===== config.mk =====
export PLATFORM = sky130hd
export DESIGN_NAME = gd_seq_top
export DESIGN_NICKNAME = d
export VERILOG_FILES = /design/src/rtl/gd_pkg.sv /design/src/rtl/gd_sync.sv /design/src/rtl/gd_glitch_filt.sv /design/src/rtl/gd_seq_fsm.sv /design/src/rtl/gd_seq_top.sv
export SDC_FILE = /design/constraint.sdc
export NUM_CORES = 1
export LEC_CHECK = 0
export BUFFER_PORTS_ARGS = -buffer_cell sky130_fd_sc_hd__buf_2
export CAP_MARGIN = 5
export CORE_MARGIN = 3
export CORE_UTILIZATION = 52
export CTS_BUF_LIST = sky130_fd_sc_hd__clkbuf_8
export CTS_CLUSTER_DIAMETER = 120
export DETAILED_ROUTE_END_ITERATION = 6
export PLACE_DENSITY = 0.7
export SKIP_LAST_GASP = 1
export SYNTH_ARGS = -nofsm -noshare
export SYNTH_HDL_FRONTEND = slang
export SYNTH_SLANG_ARGS = --single-unit
export TNS_END_PERCENT = 10

===== constraint.sdc =====
create_clock -name clk -period 3.85 [get_ports clk]
set_input_delay 0.1925 -clock clk [delete_from_list [all_inputs] [get_ports clk]]
set_output_delay 0.1925 -clock clk [all_outputs]
set_load 0.01 [all_outputs]

===== src/rtl/gd_pkg.sv =====
package gd_pkg;

  typedef enum logic [1:0] {
    ST_HS_ON        = 2'd0,
    ST_DEAD_TO_RECH = 2'd1,
    ST_RECH_ON      = 2'd2,
    ST_DEAD_TO_HS   = 2'd3
  } seq_state_e;

  // Rounds a duration in nanoseconds up to whole clock cycles.
  function automatic int unsigned ns_to_cycles(input int unsigned clk_hz,
                                               input int unsigned dur_ns);
    longint unsigned prod;
    prod = longint'(clk_hz) * longint'(dur_ns);
    return int'((prod + 64'd999_999_999) / 64'd1_000_000_000);
  endfunction

endpackage


===== src/rtl/gd_sync.sv =====
module gd_sync #(
  parameter int unsigned W = 4,
  parameter logic [W-1:0] RST_VAL = '0
) (
  input  logic         clk,
  input  logic         rst_n,
  input  logic [W-1:0] d_i,
  output logic [W-1:0] q_o
);
  logic [W-1:0] meta_q;

  always_ff @(posedge clk) begin
    if (!rst_n) begin
      meta_q <= RST_VAL;
      q_o    <= RST_VAL;
    end else begin
      meta_q <= d_i;
      q_o    <= meta_q;
    end
  end
endmodule


===== src/rtl/gd_glitch_filt.sv =====
module gd_glitch_filt #(
  parameter int unsigned LEN     = 3,
  parameter logic        RST_VAL = 1'b0
) (
  input  logic clk,
  input  logic rst_n,
  input  logic din,
  output logic dout
);
  localparam int unsigned CW = $clog2(LEN + 1);
  localparam logic [CW-1:0] LAST = CW'(LEN - 1);

  logic [CW-1:0] run_q;
  logic          differs;
  assign differs = (din != dout);

  always_ff @(posedge clk) begin
    if (!rst_n) begin
      dout  <= RST_VAL;
      run_q <= '0;
    end else if (!differs) begin
      run_q <= '0;
    end else if (run_q == LAST) begin
      dout  <= din;
      run_q <= '0;
    end else begin
      run_q <= run_q + 1'b1;
    end
  end

  // an input that agrees with the output cannot move it
  p_filt_hold_r10: assert property (@(posedge clk) disable iff (!rst_n)
    !differs |=> $stable(dout));
endmodule


===== src/rtl/gd_seq_fsm.sv =====
module gd_seq_fsm #(
  parameter int unsigned DT_OFF = 110,
  parameter int unsigned DT_ON  = 8
) (
  input  logic clk,
  input  logic rst_n,
  input  logic cmd_n,
  input  logic en,
  input  logic logic_ok,
  input  logic float_ok,
  output logic hs_q,
  output logic rech_q
);
  import gd_pkg::*;

  localparam int unsigned DT_MAX = (DT_OFF > DT_ON) ? DT_OFF : DT_ON;
  localparam int unsigned CW     = $clog2(DT_MAX + 1);
  localparam logic [CW-1:0] DT_OFF_C = CW'(DT_OFF);
  localparam logic [CW-1:0] DT_ON_C  = CW'(DT_ON);

  seq_state_e st_q, st_nxt;
  logic [CW-1:0] cnt_q;
  logic boot_q;

  // named internal events
  logic drive_asked, hs_req, rech_req, cnt_done, ld_off, ld_on;
  assign drive_asked = en & ~cmd_n;
  assign hs_req      = drive_asked & logic_ok & float_ok;
  assign rech_req    = ~logic_ok | ~drive_asked;
  assign cnt_done    = (cnt_q == '0);

  always_comb begin
    st_nxt = st_q;
    ld_off = 1'b0;
    ld_on  = 1'b0;
    unique case (st_q)
      ST_HS_ON: if (!hs_req) begin
        st_nxt = ST_DEAD_TO_RECH;
        ld_off = 1'b1;
      end
      ST_DEAD_TO_RECH: begin
        if (hs_req && (cnt_done || !boot_q)) st_nxt = ST_HS_ON;
        else if (rech_req && cnt_done)       st_nxt = ST_RECH_ON;
      end
      ST_RECH_ON: if (!rech_req) begin
        st_nxt = ST_DEAD_TO_HS;
        ld_on  = 1'b1;
      end
      ST_DEAD_TO_HS: begin
        if (rech_req)                   st_nxt = ST_RECH_ON;
        else if (hs_req && cnt_done)    st_nxt = ST_HS_ON;
      end
      default: st_nxt = ST_DEAD_TO_RECH;
    endcase
  end

  always_ff @(posedge clk) begin
    if (!rst_n) begin
      st_q   <= ST_DEAD_TO_RECH;
      cnt_q  <= DT_OFF_C;
      boot_q <= 1'b1;
      hs_q   <= 1'b0;
      rech_q <= 1'b0;
    end else begin
      st_q   <= st_nxt;
      hs_q   <= (st_nxt == ST_HS_ON);
      rech_q <= (st_nxt == ST_RECH_ON);
      if (cnt_done) boot_q <= 1'b0;
      if (ld_off)          cnt_q <= DT_OFF_C;
      else if (ld_on)      cnt_q <= DT_ON_C;
      else if (!cnt_done)  cnt_q <= cnt_q - 1'b1;
    end
  end

  // Off-time counters for the checks, independent of the sequencer counter.
  logic [CW-1:0] hs_off_run, rech_off_run;
  always_ff @(posedge clk) begin
    if (!rst_n) begin
      hs_off_run   <= '0;
      rech_off_run <= '0;
    end else begin
      if (hs_q)                     hs_off_run <= '0;
      else if (hs_off_run < DT_OFF_C) hs_off_run <= hs_off_run + 1'b1;
      if (rech_q)                     rech_off_run <= '0;
      else if (rech_off_run < DT_ON_C) rech_off_run <= rech_off_run + 1'b1;
    end
  end

  p_no_overlap_r1: assert property (@(posedge clk) disable iff (!rst_n)
    !(hs_q && rech_q));
  p_en_low_blocks_hs_r3: assert property (@(posedge clk) disable iff (!rst_n)
    !en |=> !hs_q);
  p_rech_deadtime_r4: assert property (@(posedge clk) disable iff (!rst_n)
    $rose(rech_q) |-> (hs_off_run >= DT_OFF_C));
  p_hs_deadtime_r5: assert property (@(posedge clk) disable iff (!rst_n)
    $rose(hs_q) |-> (rech_off_run >= DT_ON_C));
  p_logic_fault_hs_off_r6: assert property (@(posedge clk) disable iff (!rst_n)
    !logic_ok |=> !hs_q);
  p_float_fault_hs_off_r7: assert property (@(posedge clk) disable iff (!rst_n)
    !float_ok |=> !hs_q);
endmodule


===== src/rtl/gd_seq_top.sv =====
module gd_seq_top #(
  parameter int unsigned CLK_HZ       = 10_000_000,
  parameter int unsigned RECH_DEAD_NS = 11_000,
  parameter int unsigned HS_DEAD_NS   = 800,
  parameter int unsigned FILT_LEN     = 3
) (
  input  logic clk,
  input  logic rst_n,
  input  logic drv_cmd_n,
  input  logic drv_en,
  input  logic logic_ok,
  input  logic float_ok,
  output logic hs_gate_o,
  output logic rech_gate_o
);
  localparam int unsigned DT_OFF = gd_pkg::ns_to_cycles(CLK_HZ, RECH_DEAD_NS);
  localparam int unsigned DT_ON  = gd_pkg::ns_to_cycles(CLK_HZ, HS_DEAD_NS);
  localparam int unsigned NFILT  = 2;
  // bit order: {float_ok, logic_ok, drv_en, drv_cmd_n}
  localparam logic [3:0] SYNC_RST = 4'b0001;

  logic [3:0] raw_in, sync_out;
  logic [NFILT-1:0] filt_out;
  assign raw_in = {float_ok, logic_ok, drv_en, drv_cmd_n};

  gd_sync #(.W(4), .RST_VAL(SYNC_RST)) u_sync (
    .clk(clk), .rst_n(rst_n), .d_i(raw_in), .q_o(sync_out)
  );

  for (genvar g = 0; g < NFILT; g++) begin : g_filt
    gd_glitch_filt #(.LEN(FILT_LEN), .RST_VAL(SYNC_RST[g])) u_filt (
      .clk(clk), .rst_n(rst_n), .din(sync_out[g]), .dout(filt_out[g])
    );
  end

  gd_seq_fsm #(.DT_OFF(DT_OFF), .DT_ON(DT_ON)) u_fsm (
    .clk(clk), .rst_n(rst_n),
    .cmd_n(filt_out[0]), .en(filt_out[1]),
    .logic_ok(sync_out[2]), .float_ok(sync_out[3]),
    .hs_q(hs_gate_o), .rech_q(rech_gate_o)
  );
endmodule


==> impl_metrics.csv <==
group,metric,value,unit
synth,ys.flop_type,"dfxtp_1",
synth,synth_compound_area_frac,0.104,
synth,postSynth.asyncResetShare,0,
sta,drv_slew,0,
worst_setup_path,end_kind,"flop",
sta,layout_min_cycle_time,1.94,ns
sta,fin_tns_setup,0,ns
pwr,clkPwrFrac,0.414,
floorplan,rows,15,
worst_setup_path,ff2ff_path_depth,6,
worst_setup_path,path_class,"flop to flop",
worst_hold_path,hold_end,"u_sync.meta_q[0]",
synth,synth_seq_cells,26,
floorplan,core_area,1840,um^2
global_route,track_usage,0.163,
synth,syn_inst,108,
worst_hold_path,hp-start,"drv_cmd_n",
sta,rsz0062_at_grt,"false",
cts,clockBufferDepth,2,
global_route,grt_max_degree,19,
final_layout,nNetsFinal,127,
synth,synth_common_cells,"26 x dfxtp_1, 10 x nor2_1, 8 x and2_1, 8 x inv_1, 5 x xor2_1",
flow_run,drv_cap,0,
place,dp_slack,1.95,ns
sta,relSlewSlack,0.551,
pwr,power_frac_seq,0.537,
pwr,sw_frac_of_total,0.189,
place,gp_congestion,0.788,
floorplan,dieArea,2650,um^2
place,dp.cells,137,
worst_setup_path,crit_arrival,2.10,ns
synth,netlist_area,1070,um^2
cts,cts_root_buf,"clkbuf_8",
cts,insertion_delay,0.27,ns
synth,syn_nets,118,
synth,synth-simple-area-share,0.250,
routing,vias,764,
final_layout,drive_above_1_share,0.138,
synth,synthMuxAreaShare,0.0279,
synth,ys_seq_area_frac,0.484,
worst_setup_path,reg2reg_to,"u_fsm.hs_q",
synth,synth_adder_area_share,0.0466,
cts,htree_levels,1,
routing,vias_per_cell,5.42,
global_route,grt_pass1_wl,3130,um
cts,clock_sinks,26,
floorplan,ioPinCount,8,
worst_hold_path,hp-class,"input port to flop",
status,run_status,"complete, no violations",
sta,skew,0.00154,ns
final_layout,fin_util,0.653,
pwr,cellInternalPower,0.000429,W
pwr,switchingPower,0.0000999,W
synth,yosysTopAreaCell,"dfxtp_1",
synth,synth.most_common_cell,"dfxtp_1",
pwr,comb_power_share,0.048,
worst_setup_path,r2r_start,"u_fsm.cnt_q[1]",
cts,post_cts_buffers,0,
cts,ctsHoldBuffers,0,
final_layout,n_antenna_cell,0,
cts,post_cts_resized,0,
cts,numCtsBuffers,3,
synth,synth_top_area_frac,0.484,
floorplan,die_h,51.5,um
routing,firstDrtPassIters,4,
floorplan,dieWidth,51.5,um
place,dp_hpwl,1260,um
worst_hold_path,holdPathStages,2,
pwr,p_per_area,440,nW/um^2
worst_setup_path,start_kind,"flop",
routing,wl,1760,um
cts,cts_tree,"yes",
sta,max_freq,517,MHz
global_route,grt_overflow_total,0,
sta,hold_violations,0,
floorplan,initial_core_util,0.584,
worst_setup_path,r2r_setup_slack,1.91,ns
final_layout,layoutNonFillerInstCount,141,
routing,wl_per_cell,12.5,um
pwr,p_leak,0.493,nW
cts,clk_pin_slew,0.08,ns
synth,synth_area_leaders,"dfxtp_1 48%, and2_1 4.7%, ha_1 4.7%",
routing,antenna_left,0,
final_layout,area_growth,11.8,%
place,port_buffers,7,
worst_setup_path,cp_max_fo,6,
routing,drt-initial-drc-count,16,
sta,fin_ws,1.91,ns
sta,tightest_slew,0.673,ns
global_route,antenna_found_initial,0,
synth,synth-edff-count,0,
pwr,vdd_drop_max,0.330,mV
sta,finalCritPeriodShare,0.503,
sta,setup_violations,0,
synth,synthXorXnorAreaFrac,0.0489,
synth,avgSynthCellArea,9.95,um^2
synth,yosysWarnings,0,
global_route,grt_pass1_vias,729,
sta,hold-worst-slack,0.101,ns
synth,synth_cell_types,33,
worst_setup_path,critPathRequiredTime,4.02,ns
synth,synth_top_family_by_area,"simple AND/OR/NAND/NOR gates",
routing,drc_errors,0,
[power groups by stage]
stage / sequential (W) / clock [W] / combinational, W
floorplan: 0.000289 / 0 / 0.0000198
global placement: 0.000290 / 0 / 0.0000248
detailed placement: 0.000290 / 0 / 0.0000256
CTS: 0.000284 / 0.000225 / 0.0000258
global route: 0.000285 / 0.000233 / 0.0000305
finish: 0.000284 / 0.000219 / 0.0000255
[how the worst max path moves through the flow]
| stage | startpoint | end | slack, ns | cells past startpoint |
|---|---|---|---|---|
| 2_1_floorplan | u_fsm.cnt_q[0] | u_fsm.hs_q | 2.13 | 6 |
| 3_3_place_gp | u_fsm.cnt_q[0] | u_fsm.hs_q | 1.99 | 6 |
| 3_5_place_dp | u_fsm.cnt_q[1] | u_fsm.hs_q | 1.95 | 6 |
| 4_1_cts | u_fsm.cnt_q[0] | u_fsm.hs_q | 1.90 | 6 |
| 5_1_grt | u_fsm.cnt_q[0] | u_fsm.hs_q | 1.79 | 6 |
| 6_report | u_fsm.cnt_q[1] | u_fsm.hs_q | 1.91 | 6 |
[per-layer routing]
layer / wire (um) / vias up / GRT usage
met5: 0 / - / 0
met4: 26 / 0 / 0.0655
met3: 83 / 4 / 0.0612
met2: 795 / 16 / 0.263
met1: 854 / 349 / 0.195
li1: - / 395 / -
[layout by cell type (no fill, tap or decap), drive strengths merged, types with 2 or more instances in the layout]
master,n
a21oi,3
and2,9
buf,7
clkbuf,3
dfxtp,26
ha,4
inv,8
mux2i,3
nand2,3
nand2b,2
nand3,3
nand3b,3
nor2,10
nor4b,2
o21ai,4
o31a,3
o31ai,2
xor2,5
[registers in the layout, indices dropped and copies added, names as in the netlist]
signal and count:
u_fsm.rech_q 1, u_fsm.boot_q 1, g_filt.u_filt.dout 2, u_fsm.cnt_q 7, u_sync.meta_q 4, u_sync.q_o 4
u_fsm.hs_q 1, u_fsm.st_q 2, g_filt.u_filt.run_q 4
[stage by stage]
| stage | area [um^2] | total power [W] |
|---|---|---|
| floorplan | 1070 | 0.000308 |
| global route | 1200 | 0.000549 |
| global placement | 1130 | 0.000315 |
| finish | 1200 | 0.000529 |
| CTS | 1200 | 0.000534 |
| detailed placement | 1130 | 0.000316 |
[critical path: stages (launching register included)]
cell and delay [ns]:
dfxtp_1 0.35, inv_1 0.09, ha_1 0.15, or4b_4 0.51
nor3_4 0.29, a32o_1 0.27, and3b_1 0.18
[cell type report]
cell class	instances	area (um^2)
fill	168	638
sequential	26	520
multi-input combinational	71	513
clock buffer	3	41.3
timing repair buffer	7	35.0
tap	25	31.3
clock inverter	1	30.0
inverter	8	30.0
[logic make-up after synthesis]
family	after synthesis
multiplexers	3
adder cells (fa/ha/maj)	4
AO/OA/AOI/OAI	16
AND/OR/NAND/NOR	42
XOR/XNOR	6
buffers and inverters	11
flip-flops	26
Note: power is estimated with default switching activity, not from simulation.
